--- src/rtl/sfc_pkg.sv ---
package sfc_pkg;
  localparam int OPC_W = 8;
  localparam int CNT_W = 3;

  typedef enum logic [2:0] {SN_OFF, SN_START, SN_ADDR, SN_DUMMY, SN_DATA} snoop_t;
  typedef enum logic [1:0] {LN_X1 = 2'd0, LN_X2 = 2'd1, LN_X4 = 2'd2} lane_t;

  typedef struct packed {
    logic [CNT_W-1:0] abytes;
    logic [CNT_W-1:0] dslots;
  } op_info_t;

  function automatic op_info_t op_lookup(input logic [OPC_W-1:0] op);
    op_info_t r;
    case (op)
      8'h03, 8'h02, 8'h32: r = '{abytes: 3'd3, dslots: 3'd0};
      8'h12, 8'h34:        r = '{abytes: 3'd4, dslots: 3'd0};
      8'h0B, 8'h6B:        r = '{abytes: 3'd3, dslots: 3'd1};
      8'h0C, 8'h6C:        r = '{abytes: 3'd4, dslots: 3'd1};
      8'hEB:               r = '{abytes: 3'd3, dslots: 3'd3};
      default:             r = '{abytes: 3'd0, dslots: 3'd0};
    endcase
    return r;
  endfunction
endpackage

--- src/rtl/sfc_ctl_reg.sv ---
module sfc_ctl_reg
  import sfc_pkg::*;
(
  input  logic        clk,
  input  logic        rst_n,
  input  logic        wr_en,
  input  logic [31:0] wdata,
  output logic        sel,
  output logic        sel_rise,
  output logic        sel_fall,
  output lane_t       lanes,
  output logic        addr_en
);
  logic  unsel_q;
  logic  new_unsel;
  lane_t lanes_q;
  lane_t lanes_d;
  logic  addr_off_q;

  assign new_unsel = (wdata[1:0] != 2'b11) || wdata[2];

  always_comb begin
    if (wdata[31])      lanes_d = LN_X4;
    else if (wdata[30]) lanes_d = LN_X2;
    else                lanes_d = LN_X1;
  end

  assign sel_rise = wr_en && unsel_q && !new_unsel;
  assign sel_fall = wr_en && !unsel_q && new_unsel;

  always_ff @(posedge clk or negedge rst_n) begin
    if (!rst_n) begin
      unsel_q    <= 1'b1;
      lanes_q    <= LN_X1;
      addr_off_q <= 1'b0;
    end else if (wr_en) begin
      lanes_q    <= lanes_d;
      addr_off_q <= wdata[3];
      if (new_unsel != unsel_q) unsel_q <= new_unsel;
    end
  end

  assign sel     = !unsel_q;
  assign lanes   = lanes_q;
  assign addr_en = !addr_off_q;


  sel_quiet_chk: assert property (@(posedge clk) disable iff (!rst_n)
    !$past(wr_en) |-> $stable(sel));


  sel_kept_chk: assert property (@(posedge clk) disable iff (!rst_n)
    ($past(wr_en) && $past(sel) && ($past(wdata[2:0]) == 3'b011)) |-> sel);
endmodule

--- src/rtl/sfc_snoop.sv ---
module sfc_snoop
  import sfc_pkg::*;
(
  input  logic             clk,
  input  logic             rst_n,
  input  logic             sel_rise,
  input  logic             sel_fall,
  input  logic             addr_en,
  input  logic             byte_acc,
  input  logic [OPC_W-1:0] byte_in,
  input  logic             slot_done,
  output snoop_t           state
);
  snoop_t           st_q;
  logic [CNT_W-1:0] cnt_q;
  logic [CNT_W-1:0] dum_q;
  op_info_t         info;

  assign info = op_lookup(byte_in);

  always_ff @(posedge clk or negedge rst_n) begin
    if (!rst_n) begin
      st_q  <= SN_OFF;
      cnt_q <= '0;
      dum_q <= '0;
    end else if (sel_fall) begin
      st_q <= SN_OFF;
    end else if (sel_rise) begin
      st_q <= SN_START;
    end else begin
      case (st_q)
        SN_START: if (byte_acc) begin
          dum_q <= info.dslots;
          if (addr_en && info.abytes != '0) begin
            st_q  <= SN_ADDR;
            cnt_q <= info.abytes;
          end else if (info.dslots != '0) begin
            st_q  <= SN_DUMMY;
            cnt_q <= info.dslots;
          end else begin
            st_q <= SN_DATA;
          end
        end
        SN_ADDR: if (byte_acc) begin
          if (cnt_q == 1) begin
            if (dum_q != '0) begin
              st_q  <= SN_DUMMY;
              cnt_q <= dum_q;
            end else begin
              st_q <= SN_DATA;
            end
          end else begin
            cnt_q <= cnt_q - 1'b1;
          end
        end
        SN_DUMMY: if (slot_done) begin
          if (cnt_q == 1) st_q <= SN_DATA;
          else            cnt_q <= cnt_q - 1'b1;
        end
        default: ;
      endcase
    end
  end

  assign state = st_q;


  no_byte_in_dummy_chk: assert property (@(posedge clk) disable iff (!rst_n)
    (st_q == SN_DUMMY) |-> !byte_acc);


  addr_then_dummy_chk: assert property (@(posedge clk) disable iff (!rst_n)
    ($past(st_q) == SN_ADDR && st_q == SN_DUMMY) |-> (cnt_q == $past(dum_q)));
endmodule

--- src/rtl/sfc_shifter.sv ---
module sfc_shifter
  import sfc_pkg::*;
#(
  parameter int IO_W = 4
) (
  input  logic             clk,
  input  logic             rst_n,
  input  logic             load,
  input  logic             load_dummy,
  input  logic [OPC_W-1:0] din,
  input  lane_t            lanes,
  output logic             busy,
  output logic             dummy_done,
  output logic             sck,
  output logic [IO_W-1:0]  io_o,
  output logic [IO_W-1:0]  io_oe
);
  localparam int BEAT_W = $clog2(OPC_W) + 1;

  logic [OPC_W-1:0]  sh_q;
  logic [BEAT_W-1:0] beats_q;
  logic              busy_q;
  logic              sck_q;
  logic              dummy_q;
  lane_t             code_q;
  int                step;

  assign step = 1 << code_q;

  always_ff @(posedge clk or negedge rst_n) begin
    if (!rst_n) begin
      sh_q    <= '0;
      beats_q <= '0;
      busy_q  <= 1'b0;
      sck_q   <= 1'b0;
      dummy_q <= 1'b0;
      code_q  <= LN_X1;
    end else if (!busy_q) begin
      if (load || load_dummy) begin
        busy_q  <= 1'b1;
        sck_q   <= 1'b0;
        sh_q    <= load ? din : '1;
        dummy_q <= !load;
        code_q  <= lanes;
        beats_q <= BEAT_W'(OPC_W >> lanes);
      end
    end else if (!sck_q) begin
      sck_q <= 1'b1;
    end else begin
      sck_q   <= 1'b0;
      sh_q    <= sh_q << step;
      beats_q <= beats_q - 1'b1;
      if (beats_q == 1) busy_q <= 1'b0;
    end
  end

  for (genvar gi = 0; gi < IO_W; gi++) begin : g_lane
    always_comb begin
      if (gi < step) begin
        io_o[gi]  = sh_q[OPC_W - step + gi];
        io_oe[gi] = busy_q && !dummy_q;
      end else begin
        io_o[gi]  = 1'b0;
        io_oe[gi] = 1'b0;
      end
    end
  end

  assign busy       = busy_q;
  assign sck        = sck_q;
  assign dummy_done = busy_q && sck_q && (beats_q == 1) && dummy_q;


  sck_one_clk_chk: assert property (@(posedge clk) disable iff (!rst_n)
    $rose(sck_q) |=> !sck_q);


  no_load_busy_chk: assert property (@(posedge clk) disable iff (!rst_n)
    (load || load_dummy) |-> !busy_q);
endmodule

--- src/rtl/sfc_user_seq.sv ---
module sfc_user_seq
  import sfc_pkg::*;
#(
  parameter int IO_W = 4
) (
  input  logic            clk,
  input  logic            rst_n,
  input  logic            ctl_wr,
  input  logic [31:0]     ctl_wdata,
  input  logic            s_valid,
  output logic            s_ready,
  input  logic [7:0]      s_data,
  output logic            spi_cs_n,
  output logic            spi_sck,
  output logic [IO_W-1:0] spi_io_o,
  output logic [IO_W-1:0] spi_io_oe
);
  logic   sel, sel_rise, sel_fall, addr_en;
  lane_t  lanes;
  snoop_t snoop_st;
  logic   busy, dummy_done, byte_acc, start_dummy;

  sfc_ctl_reg u_ctl (
    .clk(clk), .rst_n(rst_n), .wr_en(ctl_wr), .wdata(ctl_wdata),
    .sel(sel), .sel_rise(sel_rise), .sel_fall(sel_fall),
    .lanes(lanes), .addr_en(addr_en)
  );

  assign s_ready = sel && !busy &&
                   (snoop_st == SN_START || snoop_st == SN_ADDR || snoop_st == SN_DATA);
  assign byte_acc    = s_valid && s_ready;
  assign start_dummy = !busy && (snoop_st == SN_DUMMY);

  sfc_snoop u_snoop (
    .clk(clk), .rst_n(rst_n), .sel_rise(sel_rise), .sel_fall(sel_fall),
    .addr_en(addr_en), .byte_acc(byte_acc), .byte_in(s_data),
    .slot_done(dummy_done), .state(snoop_st)
  );

  sfc_shifter #(.IO_W(IO_W)) u_shift (
    .clk(clk), .rst_n(rst_n), .load(byte_acc), .load_dummy(start_dummy),
    .din(s_data), .lanes(lanes), .busy(busy), .dummy_done(dummy_done),
    .sck(spi_sck), .io_o(spi_io_o), .io_oe(spi_io_oe)
  );

  assign spi_cs_n = !sel;


  fresh_sel_start_chk: assert property (@(posedge clk) disable iff (!rst_n)
    $fell(spi_cs_n) |-> (snoop_st == SN_START));


  desel_off_chk: assert property (@(posedge clk) disable iff (!rst_n)
    spi_cs_n |-> (snoop_st == SN_OFF));
endmodule

--- config.mk ---
export PLATFORM = sky130hd
export DESIGN_NAME = sfc_user_seq
export DESIGN_NICKNAME = d
export VERILOG_FILES = /design/src/rtl/sfc_pkg.sv /design/src/rtl/sfc_ctl_reg.sv /design/src/rtl/sfc_snoop.sv /design/src/rtl/sfc_shifter.sv /design/src/rtl/sfc_user_seq.sv
export SDC_FILE = /design/constraint.sdc
export NUM_CORES = 1
export LEC_CHECK = 0
export BUFFER_PORTS_ARGS = -buffer_cell sky130_fd_sc_hd__buf_2
export CAP_MARGIN = 20
export CORE_MARGIN = 5
export CORE_UTILIZATION = 29
export CTS_BUF_LIST = sky130_fd_sc_hd__clkbuf_8
export DETAILED_ROUTE_END_ITERATION = 8
export GPL_ROUTABILITY_DRIVEN = 0
export HOLD_SLACK_MARGIN = 0.1
export PLACE_DENSITY = 0.56
export SYNTH_ARGS = -nofsm -noshare
export SYNTH_HDL_FRONTEND = slang
export SYNTH_HIERARCHICAL = 1
export SYNTH_SLANG_ARGS = --single-unit
--- constraint.sdc ---
create_clock -name clk -period 2.5 [get_ports clk]
set_input_delay 0.25 -clock clk [delete_from_list [all_inputs] [get_ports clk]]
set_output_delay 0.25 -clock clk [all_outputs]
set_load 0.1 [all_outputs]
# After elaboration in Yosys (flattened, before gate mapping)
# Index checks and enable logic that the tools add are counted.
# word_totals
regBits,30
in_bits,44
out_inout_bits,11
wordCells,158
# classes
addsub,6
magnitude_cmp,8
n_eq_ne,30
shift,3
muxes,57
bitwise_logic,3
reduce_logical,39
# ops
op,n
"32-bit by 5-bit < comparator with 1-bit output, second input constant",4
"32-bit by 3-bit adder with 32-bit output, second input constant",2
"3-bit by 32-bit < comparator with 1-bit output, first input constant",2
3-bit two-way mux,18
"32-bit by 2-bit adder with 32-bit output, second input constant",1
"1-bit by 32-bit < comparator with 1-bit output, first input constant",1
"2-bit by 32-bit < comparator with 1-bit output, first input constant",1
8-bit two-way mux,4
"1-bit by 2-bit << shifter with 32-bit output, first input constant",1
8-bit by 32-bit << shifter with 8-bit output,1
"5-bit by 32-bit subtractor with 32-bit output, first input constant",1
6-bit one-hot mux with 5 select lines,1
1-bit two-way mux,24
3-bit one-hot mux with 3 select lines,2
"8-bit by 2-bit == test with 1-bit output, second input constant",2
"8-bit by 4-bit == test with 1-bit output, second input constant",2
"8-bit by 6-bit == test with 1-bit output, second input constant",2
"8-bit by 7-bit == test with 1-bit output, second input constant",2
"4-bit by 3-bit != test with 1-bit output, second input constant",4
1-bit logical AND,13
1-bit binary-select mux with 3-bit select,4
4-bit two-way mux,3
3-bit nonzero test,4
9-bit AND reduction,1
26 further kinds,46

# Longest topological paths before layout
# depth
depth_word,10
depth_mapped,9
ltp_nobuf,9

# By module
# Netlist, hierarchy kept.
# by_module_without_submodules
mod,n_inst,cells_each,area_each_um2,seq_area_each_um2
sfc_shifter,1,168,1460.2,425.4
sfc_snoop,1,86,728.2,200.2
sfc_ctl_reg,1,18,196.4,101.3
sfc_user_seq,1,9,53.8,0.0

# Least setup slack after synthesis
# No wires, ideal clock.
# synth_timing
path_kind,flip-flop to output port
from,register u_shift.code_q[0]
to,output spi_io_o[0]
t_arrival_ns,3.396
t_required_ns,2.250
slack_ns,-1.146
path_stages_with_launch,9
path_buffers,1
path_cell_list,dfrtp_1 > inv_1 > ha_1 > buf_4 > inv_1 > ha_1 > inv_1 > o21ai_0 > o21ai_0
# synth_between
elab_chain_len,6
elab_cells_between_ends,7
classes_between,add/sub (1); order compare (1); shift (1); mux (4)
# synth_rtl
element,line_no,rtl
from (decl),sfc_shifter.sv:25,lane_t code_q;
from (signal assigned),sfc_shifter.sv:44,code_q <= lanes;
1-bit by 2-bit << shifter with 32-bit output *,sfc_shifter.sv:28,assign step = 1 << code_q;
5-bit by 32-bit subtractor with 32-bit output,sfc_shifter.sv:60,io_o[gi] = sh_q[OPC_W - step + gi];
1-bit binary-select mux with 3-bit select,sfc_shifter.sv:60,
1-bit two-way mux (not written as such) (2 in a row),sfc_shifter.sv:60,
1-bit two-way mux *,sfc_shifter.sv:59,if (gi < step) begin
to (decl),sfc_user_seq.sv:15,"output logic [IO_W-1:0] spi_io_o,"
# Mark *: on every way between the ends. The rest lies on a longest branch, timed or not. The select of a mux whose other input is x is not followed.

# Final worst setup path
# layout_timing
from,register u_shift.code_q[1]
to,output spi_io_o[1]
# layout_between
elab_chain_len,7
elab_cells_between_ends,8
classes_between,add/sub (2); order compare (1); shift (1); mux (4)
# layout_rtl
element,line_no
1-bit by 2-bit << shifter with 32-bit output *,sfc_shifter.sv:28
5-bit by 32-bit subtractor with 32-bit output,sfc_shifter.sv:60
32-bit by 2-bit adder with 32-bit output,sfc_shifter.sv:60
1-bit binary-select mux with 3-bit select,sfc_shifter.sv:60
1-bit two-way mux (not written as such) (2 in a row),sfc_shifter.sv:60
1-bit two-way mux *,sfc_shifter.sv:59
# Marks and branches as above.

==> impl_metrics.toml <==
[synth]
synth_area_um2 = 2440
synthXorXnorAreaFrac_pct = 1.80
synthAdderAreaFrac_pct = 6.67
synth_nets = 338
ys_types = 64
ys_seq_elements = 29
ys_seq_area_share_pct = 29.8
synth_largest_area_cell = "dfrtp_1"
synthSimpleGateAreaFrac_pct = 23.4
async_flop_share_pct = 100
synth_top_family_by_area = "simple AND/OR/NAND/NOR gates"
synth_edf_count = 0
synth.top_cell.area_share_pct = 28.7
synth.area.top_cells = "dfrtp_1 (29%), ha_1 (6.7%), a21oi_1 (5.5%)"
yosys_warnings = 6
synthMuxAreaShare_pct = 11.0
avgSynthCellArea_um2 = 8.68
synth_compound_area_share_pct = 21.4
synth_flop_cell = "dfrtp_1"
syn-instance-count = 281

[setup_path]
crit_path_top_delay_cell = "mux4_2"
end_kind = "output pin"
required_ps = 2250
r2r_start = "u_snoop/state[1]$_DFFE_PN0P_"
cp-start-kind = "flop"
rr_worst_depth = 7
rr_endpoint = "u_shift/beats_q[0]$_DFFE_PN0P_"
path_cells = "inv_2 > ha_1 > buf_6 > mux2i_1 > mux4_2 > nor2_4 > buf_12"
worstPathMaxFanout = 11
slowest_delay_ps = 500
ff2ff_setup_slack_ps = 350
cp.arrival_ps = 2140
critPathKind = "reg -> out"

[sta]
worst_pin_slew_ps = 674
max_freq_ghz = 0.418
drv_slew = 0
fin_skew_ps = 10.1
hold_ws_ps = 164
setup_viol = 0
hold_viol_final = 0
timing.final.crit_share_pct = 95.7
max_slew_margin_pct = 55.0
fin_crit_ps = 2390

[global_route]
grt_pass1_vias = 2215
antenna_found_initial = 0
grt_use_met1_pct = 17.9
gr-total-overflow = 0
grt.total_usage_pct = 12.9
busiest_layer = "met2"
met2_usage_pct = 20.7
grt_max_degree = 30
grt_pass1_wl_um = 10800
use_met3_pct = 2.27

[min_path]
min_to = "u_ctl/lanes[0]$_DFFE_PN0P_"
hold_depth = 2
hp-class = "in -> reg"
worstHoldStart = "ctl_wdata[31]"

[floorplan]
die_area_um2 = 10300
die_w_um = 102
start_util_pct = 29.7
core_area_um2 = 8220
io_pins = 55
fp.dieH_um = 102
fp-row-count = 33

[final_layout]
mostFrequentLayoutCells = "nand2_1 (27), a21oi_1 (26), dfrtp_1 (25)"
num_antenna_cells = 0
final_util_pct = 36.0
multi_input_area_um2 = 1620
seq_area_um2 = 731
syn2layout_area_growth_pct = 21.2
final_common_cell = "nand2_1"
num-fill-cells = 849
layout-drive-gt1-share_pct = 25.8
nets = 374

[route]
vias_per_cell = 5.21
finalWirelength_um = 6270
drtAntennaViolNets = 0
drc_errors = 0
drtIter0Drc = 86
num_vias = 2203
wl_per_cell_um = 14.8
dr.pass1.iters = 4

[run_status]
status = "complete, no violations"

[cts]
cts_buffer_depth = 2
path_clk_slew_ps = 60
cts_tree = "built"
post_cts_buffers = 0
clock_latency_ps = 290
h-tree-depth = 2
cts-root-buf = "clkbuf_8"
cts.sinks = 29
numCtsBuffers = 5

[power_and_ir_drop]
leakage_nw = 1.27
power.density_nw_per_um2 = 1500
ir_drop_mv = 0.896

[placement]
io_buffers = 28
place_hpwl_um = 4750

[flow_run]
maxCapViolCount = 0
-- worst max path at each step --
stage | from | to | slack, ps | cells after the start
6_report | u_shift/code_q[1]$_DFFE_PN0P_ | spi_io_o[1] | 110 | 7
5_1_grt | u_shift/code_q[1]$_DFFE_PN0P_ | spi_io_o[2] | -6 | 8
4_1_cts | u_shift/code_q[0]$_DFFE_PN0P_ | spi_io_o[1] | 30 | 7
3_5_place_dp | u_shift/code_q[1]$_DFFE_PN0P_ | spi_io_o[2] | 150 | 8
3_3_place_gp | u_shift/code_q[1]$_DFFE_PN0P_ | spi_io_o[2] | 220 | 8
2_1_floorplan | u_shift/code_q[0]$_DFFE_PN0P_ | spi_io_oe[0] | -410 | 6
-- flip-flops by register name (all words and copies together), names as in the netlist, 2 cells and up --
register / count
u_shift/sh_q: 8
u_snoop/cnt_q: 3
u_shift/code_q: 2
u_ctl/lanes: 2
u_snoop/dum_q: 2
u_snoop/state: 3
u_shift/beats_q: 4
-- kinds of logic (layout without fill, tap and decap cells) --
logic type,after synthesis,in the layout
AND/OR/NAND/NOR,102,102
AO/OA/AOI/OAI,83,83
flip-flops,29,29
buffers and inverters,29,66
multiplexers,20,20
adder cells (fa/ha/maj),13,13
XOR/XNOR,5,5
-- synth_stat cells (3+ instances only) --
cell and instances:
dfrtp_1 28, a21oi_1 27, nand2_1 27, nor2_1 22, inv_1 21, o21ai_0 16
ha_1 13, mux2i_1 13, nor3_1 7, o22ai_1 7, a211oi_1 6, mux4_2 5
nand2b_1 5, nand3_1 5, nor2b_1 5, xor2_1 5, nand3b_1 4, a31oi_1 3
and2_1 3, buf_6 3, nor3b_1 3, o21a_1 3
-- where the power goes --
| part | internal [mW] | switching, mW | total (mW) | leakage [nW] |
|---|---|---|---|---|
| registers | 0.642 | 0.247 | 0.889 | 0.337 |
| logic | 1.18 | 1.93 | 3.11 | 0.877 |
| clock network | 0.248 | 0.184 | 0.432 | 0.0542 |
-- cell type report --
type,instances,share of cell area (%)
Inverter,21,2.67
Clock buffer,7,3.26
Sequential cell,29,24.7
Clock inverter,1,0.169
Tap cell,105,4.45
Multi-Input combinational cell,223,55.0
Timing Repair Buffer,37,9.78
-- worst max-delay path: cells and delay by family (launching register included) --
kind	cells	cell delay (ps)
fa+ha+maj	1	200
buf+inv	3	470
flops	1	440
mux	2	620
simple gates	1	120
-- layer usage --
metal	wire, µm	part of all wire [%]
met1	3050	49
met5	0	0
met4	69	1.1
met3	227	3.6
met2	2930	47
-- metrics by stage --
step                      TNS [ps]  total power, mW  instance area [µm²]  std cells  worst slack, ps
final                            0             4.43                 2960        423              108
after global routing         -6.05             4.74                 2960        423            -6.02
after CTS                        0             4.40                 2930        423             25.7
after detailed placement         0             3.89                 2800        414              146
after global placement           0             3.86                 2800        414              224
after floorplan               -902             3.04                 2460        281             -411
-- timing repair --
item                                    CTS  global route
endpoints found under the hold margin    28             0
hold buffers                              1             0
endpoints found under the setup margin    3             5
gates resized for setup                   5             7
pin swaps                                 0             2
No activity file was read; power rests on OpenSTA's default activity.
